===== src/rtl/mrs_pkg.sv =====
package mrs_pkg;

   localparam int LVL_W  = 2;
   localparam int PORT_W = 3;
   localparam int NLINK  = 4;

   // link slot indices used for the level register array
   localparam int LNK_WEST  = 0;
   localparam int LNK_NORTH = 1;
   localparam int LNK_EAST  = 2;
   localparam int LNK_SOUTH = 3;

   typedef enum logic [PORT_W-1:0] {
      PORT_LOCAL = 3'd0,
      PORT_WEST  = 3'd1,
      PORT_NORTH = 3'd2,
      PORT_EAST  = 3'd3,
      PORT_SOUTH = 3'd4
   } port_e;

   localparam logic [LVL_W-1:0] LVL_LOW  = 2'b00;
   localparam logic [LVL_W-1:0] LVL_HIGH = 2'b10;

   // the unused code saturates onto the high level
   function automatic logic [LVL_W-1:0] lvl_sat(input logic [LVL_W-1:0] raw);
      return (raw == 2'b11) ? LVL_HIGH : raw;
   endfunction

endpackage


===== src/rtl/mrs_link_state.sv =====
module mrs_link_state #(
   parameter int W = 2
) (
   input  logic         clk,
   input  logic         rst_n,
   input  logic         upd,
   input  logic [W-1:0] lvl_in,
   output logic [W-1:0] lvl_q
);

   always_ff @(posedge clk or negedge rst_n) begin
      if (!rst_n)   lvl_q <= '0;
      else if (upd) lvl_q <= lvl_in;
   end

endmodule


===== src/rtl/mrs_dest_decode.sv =====
module mrs_dest_decode #(
   parameter int COLS = 5,
   parameter int ROWS = 5,
   parameter int MY_X = 2,
   parameter int MY_Y = 2,
   parameter int ID_W = 5
) (
   input  logic [ID_W-1:0] dest,
   output logic            go_east,
   output logic            go_west,
   output logic            go_north,
   output logic            go_south
);

   localparam int CW = 32;

   logic [CW-1:0] dest_w;
   logic [CW-1:0] col;
   logic [CW-1:0] row;

   always_comb begin
      dest_w   = CW'(dest);
      col      = dest_w % CW'(COLS);
      row      = dest_w / CW'(COLS);
      go_east  = col > CW'(MY_X);
      go_west  = col < CW'(MY_X);
      go_south = row > CW'(MY_Y);
      go_north = row < CW'(MY_Y);
   end

endmodule


===== src/rtl/mrs_dir_pick.sv =====
module mrs_dir_pick
   import mrs_pkg::*;
#(
   parameter bit TIE_TO_X = 1'b1
) (
   input  logic             go_east,
   input  logic             go_west,
   input  logic             go_north,
   input  logic             go_south,
   input  logic [LVL_W-1:0] lvl [NLINK],
   output port_e            pick
);

   port_e            x_port;
   port_e            y_port;
   logic [LVL_W-1:0] x_lvl;
   logic [LVL_W-1:0] y_lvl;
   logic             x_wins;

   always_comb begin
      x_port = go_east ? PORT_EAST  : (go_west  ? PORT_WEST  : PORT_LOCAL);
      y_port = go_south ? PORT_SOUTH : (go_north ? PORT_NORTH : PORT_LOCAL);
      x_lvl  = lvl_sat(go_east  ? lvl[LNK_EAST]  : lvl[LNK_WEST]);
      y_lvl  = lvl_sat(go_south ? lvl[LNK_SOUTH] : lvl[LNK_NORTH]);
   end

   generate
      if (TIE_TO_X) begin : g_tie_x
         assign x_wins = (x_lvl <= y_lvl);
      end else begin : g_tie_y
         assign x_wins = (x_lvl < y_lvl);
      end
   endgenerate

   always_comb begin
      if (x_port == PORT_LOCAL)      pick = y_port;
      else if (y_port == PORT_LOCAL) pick = x_port;
      else if (x_wins)               pick = x_port;
      else                           pick = y_port;
   end

endmodule


===== src/rtl/mesh_route_select.sv =====
module mesh_route_select
   import mrs_pkg::*;
#(
   parameter int COLS     = 5,
   parameter int ROWS     = 5,
   parameter int MY_X     = 2,
   parameter int MY_Y     = 2,
   parameter bit TIE_TO_X = 1'b1,
   localparam int NODES   = COLS * ROWS,
   localparam int ID_W    = (NODES > 1) ? $clog2(NODES) : 1
) (
   input  logic              clk,
   input  logic              rst_n,
   input  logic              west_upd,
   input  logic [1:0]        west_lvl,
   input  logic              north_upd,
   input  logic [1:0]        north_lvl,
   input  logic              east_upd,
   input  logic [1:0]        east_lvl,
   input  logic              south_upd,
   input  logic [1:0]        south_lvl,
   input  logic              header_valid,
   input  logic [ID_W-1:0]   header_dest,
   output logic              route_valid,
   output logic [2:0]        route_port
);

   generate
      if (COLS < 2 || ROWS < 2) begin : g_bad_dim
         $error("mesh needs at least two columns and two rows");
      end
      if (MY_X < 0 || MY_X >= COLS || MY_Y < 0 || MY_Y >= ROWS) begin : g_bad_pos
         $error("own position lies outside the mesh");
      end
      if (LVL_W != 2 || PORT_W != 3) begin : g_bad_pkg
         $error("package widths do not match port widths");
      end
   endgenerate

   logic             upd_v [NLINK];
   logic [LVL_W-1:0] lvl_in [NLINK];
   logic [LVL_W-1:0] lvl_q [NLINK];

   always_comb begin
      upd_v[LNK_WEST]   = west_upd;
      upd_v[LNK_NORTH]  = north_upd;
      upd_v[LNK_EAST]   = east_upd;
      upd_v[LNK_SOUTH]  = south_upd;
      lvl_in[LNK_WEST]  = west_lvl;
      lvl_in[LNK_NORTH] = north_lvl;
      lvl_in[LNK_EAST]  = east_lvl;
      lvl_in[LNK_SOUTH] = south_lvl;
   end

   generate
      for (genvar li = 0; li < NLINK; li++) begin : g_link
         mrs_link_state #(.W(LVL_W)) u_state (
            .clk    (clk),
            .rst_n  (rst_n),
            .upd    (upd_v[li]),
            .lvl_in (lvl_in[li]),
            .lvl_q  (lvl_q[li])
         );
      end
   endgenerate

   logic  go_e, go_w, go_n, go_s;
   port_e pick;

   mrs_dest_decode #(
      .COLS (COLS),
      .ROWS (ROWS),
      .MY_X (MY_X),
      .MY_Y (MY_Y),
      .ID_W (ID_W)
   ) u_decode (
      .dest     (header_dest),
      .go_east  (go_e),
      .go_west  (go_w),
      .go_north (go_n),
      .go_south (go_s)
   );

   mrs_dir_pick #(.TIE_TO_X(TIE_TO_X)) u_pick (
      .go_east  (go_e),
      .go_west  (go_w),
      .go_north (go_n),
      .go_south (go_s),
      .lvl      (lvl_q),
      .pick     (pick)
   );

   always_ff @(posedge clk or negedge rst_n) begin
      if (!rst_n) begin
         route_valid <= 1'b0;
         route_port  <= '0;
      end else begin
         route_valid <= header_valid;
         if (header_valid) route_port <= pick;
      end
   end

endmodule


===== config.mk =====
export PLATFORM = sky130hd
export DESIGN_NAME = mesh_route_select
export DESIGN_NICKNAME = d
export VERILOG_FILES = /design/src/rtl/mrs_pkg.sv /design/src/rtl/mrs_link_state.sv /design/src/rtl/mrs_dest_decode.sv /design/src/rtl/mrs_dir_pick.sv /design/src/rtl/mesh_route_select.sv
export SDC_FILE = /design/constraint.sdc
export NUM_CORES = 1
export LEC_CHECK = 0
export CAP_MARGIN = 40
export CELL_PAD_IN_SITES_DETAIL_PLACEMENT = 1
export CELL_PAD_IN_SITES_GLOBAL_PLACEMENT = 2
export CORE_MARGIN = 2
export CORE_UTILIZATION = 31
export CTS_CLUSTER_DIAMETER = 30
export DETAILED_ROUTE_END_ITERATION = 16
export PLACE_DENSITY = 0.9
export SLEW_MARGIN = 20
export SYNTH_ARGS = -nofsm -noshare
export SYNTH_HDL_FRONTEND = slang
export SYNTH_SLANG_ARGS = --single-unit

===== constraint.sdc =====
create_clock -name clk -period 2.65 [get_ports clk]
set_clock_uncertainty 0.15 [all_clocks]
set_input_delay 0.265 -clock clk [delete_from_list [all_inputs] [get_ports clk]]
set_output_delay 0.265 -clock clk [all_outputs]
set_load 0.05 [all_outputs]

==> Yosys cells after proc, flatten, opt, wreduce, memory -nomap -nowiden <==
Cells that the tools add are included.
{ "word_totals": {"regBits": 12, "in_bits": 20, "out_inout_bits": 4} }
{ "classes": {"eq_ne": 2, "reduce_logical": 2, "div": 2, "n_mux": 11, "magnitude_cmp": 5} }
{ "op_table": {"columns": ["cell", "n"], "rows": [
  ["$gt 32x2->1 const B", 2],
  ["$lt 32x2->1 const B", 2],
  ["$div 5x3->32 const B", 1],
  ["$mod 5x3->32 const B", 1],
  ["$mux 3", 5],
  ["$mux 2", 5],
  ["$logic_not 3->1", 2],
  ["$eq 2x2->1 const B", 2],
  ["$le 2x2->1", 1],
  ["$mux 1", 1]
]} }

==> Longest topological paths before layout <==
Gate-level depths: netlist of run 1.
{ "logic_depth": {"ltp_word": 9, "ltp_mapped": 22, "ltp_nobuf": 21} }

==> By module <==
A second synthesis of run 1 with hierarchy kept.
{ "hier_totals": {"cells_unflattened": 129, "area_unflattened_um2": 1213.7} }
{ "by_module_without_submodules": {"columns": ["module", "n_inst", "cells_per_inst", "seq_area_each_um2", "area_per_inst_um2"], "rows": [
  ["mrs_dest_decode", 1, 86, 0.0, 638.1],
  ["mrs_link_state", 4, 4, 50.0, 72.6],
  ["mrs_dir_pick", 1, 20, 0.0, 151.4],
  ["mesh_route_select", 1, 7, 100.1, 133.9]
]} }

==> Worst setup path before layout of run 1 <==
OpenSTA, ideal clock, no wires.
{ "synth_path": {"kind": "input-to-reg", "start": "input header_dest[4]", "end": "register route_port[0]", "arrival_time_ns": 4.326, "cell_stages": 22, "slack_ns": -1.952, "required_ns": 2.375, "cell_sequence": "buf_2 and2b_1 a21oi_2 ha_1 o21bai_1 a21oi_2 nor3_4 xnor2_1 ha_1 a41oi_1 o21ai_0 a32o_1 a41oi_1 nand3_1 a211oi_2 mux2_1 ha_1 nor2b_1 o21ai_0 a31oi_1 nor2b_1 mux2_4"} }
{ "synth_via": {"elab_chain_cells": 9, "word_cells_on_any_way": 22, "cone_classes": "2 x div; 5 x order compare; 2 x eq/ne; 11 x mux; 2 x reduce/logical"} }
{ "synth_rtl": {"columns": ["item", "line_no", "rtl"], "rows": [
  ["from (decl)", "mesh_route_select.sv:23", "input logic [ID_W-1:0] header_dest,"],
  ["$mod 5x3->32 or $div 5x3->32 (tied branches)", "mrs_dest_decode.sv:23, mrs_dest_decode.sv:24", null],
  ["$gt 32x2->1, on equally long branches", "mrs_dest_decode.sv:25, mrs_dest_decode.sv:27", null],
  ["$mux 2, on equally long branches", "mrs_dir_pick.sv:23, mrs_dir_pick.sv:24", null],
  ["$eq 2x2->1", "mrs_pkg.sv:26", "return (raw == 2'b11) ? LVL_HIGH : raw;"],
  ["$mux 2", "mrs_pkg.sv:26", null],
  ["$le 2x2->1", "mrs_dir_pick.sv:29", "assign x_wins = (x_lvl <= y_lvl);"],
  ["$mux 3", "mrs_dir_pick.sv:38", "else if (x_wins) pick = x_port;"],
  ["$mux 3", "mrs_dir_pick.sv:37", "else if (y_port == PORT_LOCAL) pick = x_port;"],
  ["$mux 3 (*)", "mrs_dir_pick.sv:36", "if (x_port == PORT_LOCAL) pick = y_port;"],
  ["to (signal assigned)", "mesh_route_select.sv:99", "if (header_valid) route_port <= pick;"],
  ["to (decl)", "mesh_route_select.sv:25", "output logic [2:0] route_port"]
]} }
Every way passes the cells marked *; elsewhere a longest branch is shown, timed or not.
A chain may end at the register's enable or synchronous reset.

==> Worst setup path in the final report of run 1 <==
{ "layout_path": {"start": "input header_dest[2]", "end": "register route_port[0]"} }
Same word-level chain as after synthesis.

==> results of run 1 <==
==> sequential cells by signal (all words and copies together), names as in the netlist <==
name and count:
g_link.u_state.lvl_q 8, route_port 3, route_valid 1
==> logic make-up after synthesis <==
| kind of cell | Yosys count | share of synthesized area [%] |
|---|---|---|
| flops | 12 | 22.7 |
| mux | 15 | 12.8 |
| xor+xnor | 3 | 1.99 |
| simple gates | 53 | 23.2 |
| buf+inv | 14 | 4.74 |
| fa+ha+maj | 8 | 7.39 |
| compound gates | 50 | 27.1 |
==> placed cells by master, fill, tap and decap left out, types with 3 or more instances in the layout <==
master	count
nand2b_1	4
inv_1	8
dfrtp_1	12
and2_1	3
ha_4	3
nor2b_1	4
mux2_2	9
o21ai_0	11
ha_1	3
clkbuf_8	3
nand2_1	5
o21ai_1	3
a21oi_1	5
clkdlybuf4s50_1	19
nand4_1	4
nor3_1	4
buf_4	57
nor2_1	8
==> worst max path at each step <==
stage               slack, ps       endpoint           start  depth (start not counted)
floorplan               -1660  route_port[0]  header_dest[2]                         22
global placement        -2050  route_port[0]  header_dest[4]                         22
detailed placement      -2270  route_port[0]  header_dest[2]                         22
CTS                     -1480  route_port[0]  header_dest[4]                         22
global route            -1660  route_port[0]  header_dest[2]                         23
finish                  -1520  route_port[0]  header_dest[2]                         23
==> per-stage QoR <==
stage          setup TNS, ps  util [%]  cells  worst slack [ps]  cell area (um2)
3_3_place_gp           -6100      49.1    269             -2050             1990
4_1_cts                -4350      53.0    280             -1480             2150
5_1_grt                -4900      56.2    284             -1660             2280
6_report               -4460      56.2    284             -1520             2280
3_5_place_dp           -6690      49.1    269             -2270             1990
2_1_floorplan          -4840         -    155             -1660             1400
==> layer usage <==
metal  vias to the layer above  wire (um)  GRT usage, %
li1                        734          -             -
met1                       849       2470          29.8
met2                        44       3160          44.9
met3                        11        142          2.33
met4                         0        123          8.50
met5                         -          0             0
==> area by class of cell <==
| cell class | instances | area share [%] |
|---|---|---|
| inverters | 9 | 1.48 |
| multi-input cells | 129 | 51.1 |
| repair buffers | 81 | 29.7 |
| well taps | 50 | 2.75 |
| clock buffers | 3 | 1.81 |
| flip-flops and latches | 12 | 13.2 |
==> power breakdown <==
part           leakage (nW)  internal (mW)  switching [mW]
clock network        0.0216          0.100          0.0656
logic                 0.812          0.323           0.350
registers             0.141          0.216          0.0227
==> repair_timing <==
item	4_1_cts	5_1_grt
resized for setup	31	20
pin swaps	14	7
setup endpoints to repair	3	3
setup buffers	8	4
endpoints found under the hold margin	0	0
==> metrics.txt, run 1 <==
CP Buf/Inv Count 3; min Tclk post-route 4170 ps; DP HPWL 4130 um; cells on worst reg2reg path 8; DR iter-0 viols 70; post-synthesis cell type count 53; Hold-fix buffers, CTS 0; synth cell count leaders 15 x o21ai_0, 12 x dfrtp_1, 9 x inv_1, 9 x mux2_2, 9 x nor2_1; worst hold slack 227 ps; top_reg_cell synth dfrtp_1; GPL Wtd Cong 0.884; register area 300 um2; Die W 69.3 um; crit path DAT 4150 ps; Die Height 69.3 um; first-pass GRT wire length 9270 um; core area 4060 um2; IO Port Bufs 23; Pre-antenna DRT Iters 4; Worst Setup Path Type in -> reg; Crit Reg-Reg Endpoint route_port[0]; Final ANT Viol Nets 0; synth warn 0; TritonCTS Buffers 3; fin crit share 157%; failing checks setup timing; Row Count 23; Pleak 0.974 nW; Max stage delay on crit path 270 ps; grt ovf 0; CTS clock-pin slew for the worst setup and hold paths 50 ps; CP top delay family compound AO/OA/AOI/OAI gates; H-Tree Depth 1; PnR worst setup slack -1520 ps; Initial Util 32.5%; total die area 4800 um2; Fillers 446; Crit-path slowest cell a32o_2; EDFF count, synth 0; FF-to-FF setup slack 660 ps; RSZ-0062 raised after global routing true; min-delay worst type in -> async; CP endpoint kind flip-flop; Async SR Flop Fraction 100%; CTS root buf clkbuf_8; status finished, violations left; sequential fraction of the synthesis area 22.7%; ANT cells 0; most frequent cell after synthesis o21ai_0; Final Max Slew Viols 0; Post-Syn Area 1320 um2; Max Clock Freq 0.240 GHz; syn avg cell area 8.52 um2; largest net degree at the start of global routing 13; nets 263; CP max FO 5; via count 1638; antenna violations before repair 0; Synth top area share 22.7%; Clock Path Buffers 2; Worst-Margin Slew 551 ps; Max-Slew Margin vs Limit 63.1%; synth top area cells dfrtp_1 23%, mux2_2 7.7%, ha_1 6.6%; maximum vdd ir drop 0.000531 V; drt wl/cell 20.7 um; Cells after Synth 155; clock network latency to the later pin of the worst-skew pair 250 ps; drt total wl 5890 um; TritonCTS clock tree done; area of the multi-input gates 1160 um2; Syn Nets 182; final hold violation count 0; layout cells sized above 1 47.9%; vias in the first global route 1781; largest area contributor in the netlist dfrtp_1; Tot GR Track Use 24.5%; clock sink count 12; I/O pins 24; Total Power 1.08 mW; worst path cell trace buf_12, nor2_4, inv_2, ha_4, nand2b_4, o21a_4, nor3_4, xnor2_2, ha_2, a41oi_2, o21ai_2, a32o_2, a41oi_2, nand3_2, a211oi_2, buf_4, mux2i_2, ha_1, nand2_1, o21ai_2, a31oi_4, nor2b_2, mux2_4; Critical R2R Launch g_link[1].u_state.lvl_q[1]; Max Cap Viol 0; synth-to-layout area growth 72.6%; vias per cell 5.77; final-report setup violation count 3; Worst setup SP type input pin; Cell Pwr Density 472 nW/um2; Synth Register Bits 12; Required @ worst endpoint 2620 ps; DRC Markers 0
No activity file was read; power rests on OpenSTA's default activity.
==> run 2: changes to the inputs <==
Settings changed: GPL_TIMING_DRIVEN set to 0.
==> run 2 against run 1 <==
  * The run still ends with setup timing left
  * Count of clock-buffer cells in the layout is 1 higher
  * Core utilization is 3.0 points lower
  * Sequential cell count stayed put
  * Combinational power hardly changed
  * Final cell count is 8.5% lower
  * Clock power is 17% higher
  * Critical path type unchanged
==> metrics.txt, run 2 (same netlist as run 1, synthesis figures left out) <==
min Tclk post-route 4250 ps (was 4170 ps); layout cells sized above 1 42.9% (was 47.9%); RSZ-0062 raised after global routing true (unchanged); Fillers 448 (was 446); Cell Pwr Density 510 nW/um2 (was 472 nW/um2); Worst setup SP type input pin (unchanged); TritonCTS clock tree done (unchanged); CP max FO 5 (unchanged); Worst-Margin Slew 532 ps (was 551 ps); clock network latency to the later pin of the worst-skew pair 240 ps (was 250 ps); Tot GR Track Use 21.8% (was 24.5%); largest net degree at the start of global routing 13 (unchanged); TritonCTS Buffers 3 (unchanged); final hold violation count 0 (unchanged); total die area 4800 um2 (unchanged); vias in the first global route 1684 (was 1781); synth-to-layout area growth 63.5% (was 72.6%); worst hold slack 229 ps (was 227 ps); final-report setup violation count 3 (unchanged); min-delay worst type in -> async (unchanged); Worst Setup Path Type in -> reg (unchanged); vias per cell 5.72 (was 5.77); drt wl/cell 21.6 um (was 20.7 um); CTS clock-pin slew for the worst setup and hold paths 50 ps (about the same); Max-Slew Margin vs Limit 64.4% (was 63.1%); Pre-antenna DRT Iters 4 (unchanged); CP endpoint kind flip-flop (unchanged); Clock Path Buffers 2 (unchanged); Die Height 69.3 um (unchanged); GPL Wtd Cong 0.835 (was 0.884); via count 1486 (was 1638); Row Count 23 (unchanged); Hold-fix buffers, CTS 0 (unchanged); Pleak 0.883 nW (was 0.974 nW); fin crit share 161% (was 157%); DRC Markers 0 (unchanged); clock sink count 12 (unchanged); crit path DAT 4220 ps (was 4150 ps); PnR worst setup slack -1600 ps (was -1520 ps); Required @ worst endpoint 2620 ps (about the same); area of the multi-input gates 1190 um2 (was 1160 um2); Die W 69.3 um (unchanged); CTS root buf clkbuf_8 (unchanged); I/O pins 24 (unchanged); setup_tns -4740 ps (was -4460 ps); Max Clock Freq 0.235 GHz (was 0.240 GHz); Total Power 1.10 mW (was 1.08 mW); first-pass GRT wire length 8420 um (was 9270 um); IO Port Bufs 23 (unchanged); H-Tree Depth 1 (unchanged); final instance area 2160 um2 (was 2280 um2); placed cell area 1690 um2 (was 1990 um2); ANT cells 0 (unchanged); Initial Util 32.5% (unchanged); placed insts 228 (was 269); nets 238 (was 263); most frequent cells in the layout 30 x buf_4, 18 x clkdlybuf4s50_1, 12 x dfrtp_1 (was 57 x buf_4, 19 x clkdlybuf4s50_1, 12 x dfrtp_1); Final ANT Viol Nets 0 (unchanged); grt ovf 0 (unchanged); register area 300 um2 (unchanged); max reg flops 8 (unchanged); core area 4060 um2 (unchanged); DP HPWL 3160 um (was 4130 um); fin cells 260 (was 284); drt total wl 5610 um (was 5890 um); antenna violations before repair 0 (unchanged); maximum vdd ir drop 0.000402 V (was 0.000531 V); biggest regs g_link.u_state.lvl_q: 8 flops, route_port: 3 flops, route_valid: 1 flops (unchanged); DR iter-0 viols 107 (was 70); Final Max Slew Viols 0 (unchanged); Max Cap Viol 0 (unchanged); most common cell after layout, fill and taps aside buf_4 (unchanged); Reg with most FFs g_link.u_state.lvl_q (unchanged); post-layout util 53.2% (was 56.2%); failing checks setup timing (unchanged); status finished, violations left (unchanged); dpl ws -3070 ps (was -2270 ps)
run 2: final timing paths:
check,start,to,slack (ps),cells past startpoint
max in group asynchronous,rst_n,route_valid,1770,1
min reg2reg,g_link[0].u_state.lvl_q[0],g_link[0].u_state.lvl_q[0],360,1
min,rst_n,g_link[1].u_state.lvl_q[0],230,1
min in group clk,g_link[0].u_state.lvl_q[0],g_link[0].u_state.lvl_q[0],360,1
max reg2reg,g_link[3].u_state.lvl_q[1],route_port[0],660,8
max,header_dest[3],route_port[0],-1600,22
run 2: per-layer routing:
metal  track usage [%]  wire, um  vias up  share of wire (%)
met1              24.4      2200      737                 39
met5                 0         0        -                  0
met4              9.37       182        0                3.2
met2              40.9      3030       48                 54
li1                  -         -      683                  -
met3              2.76       195       18                3.5
run 2: timing repair:
item                                    CTS  global route
resized for setup                        45            21
buffers inserted                         20            10
endpoints found under the setup margin    3             3
gates cloned                              0             0
pin swaps                                18            18
run 2: critical path, cell delays in order:
cell and delay (ps):
buf_8 100, nor2_4 130, inv_2 70, ha_4 220
nand2b_4 140, o21a_4 220, nor3_4 260, xnor2_2 140
ha_2 240, a41oi_2 170, o21ai_2 90, a32o_2 280
a41oi_2 180, nand3_2 120, a211oi_4 210, mux2_4 340
ha_4 280, nor2b_4 160, o21ai_4 80, a31oi_4 170
nor2b_2 70, mux2_4 250
run 2: cell type report:
type | instances | share of cell area [%]
Buffer | 4 | 2.26
Clock buffer | 4 | 2.55
Tap cell | 50 | 2.90
Timing Repair Buffer | 52 | 21.6
Sequential cell | 12 | 13.9
Multi-Input combinational cell | 129 | 55.2
Inverter | 9 | 1.57
run 2: report_power, final:
group	switching (mW)	internal, mW	leakage (nW)
combinational	0.356	0.313	0.714
clock	0.0636	0.131	0.0288
sequential	0.0217	0.216	0.141
total	0.441	0.660	0.883
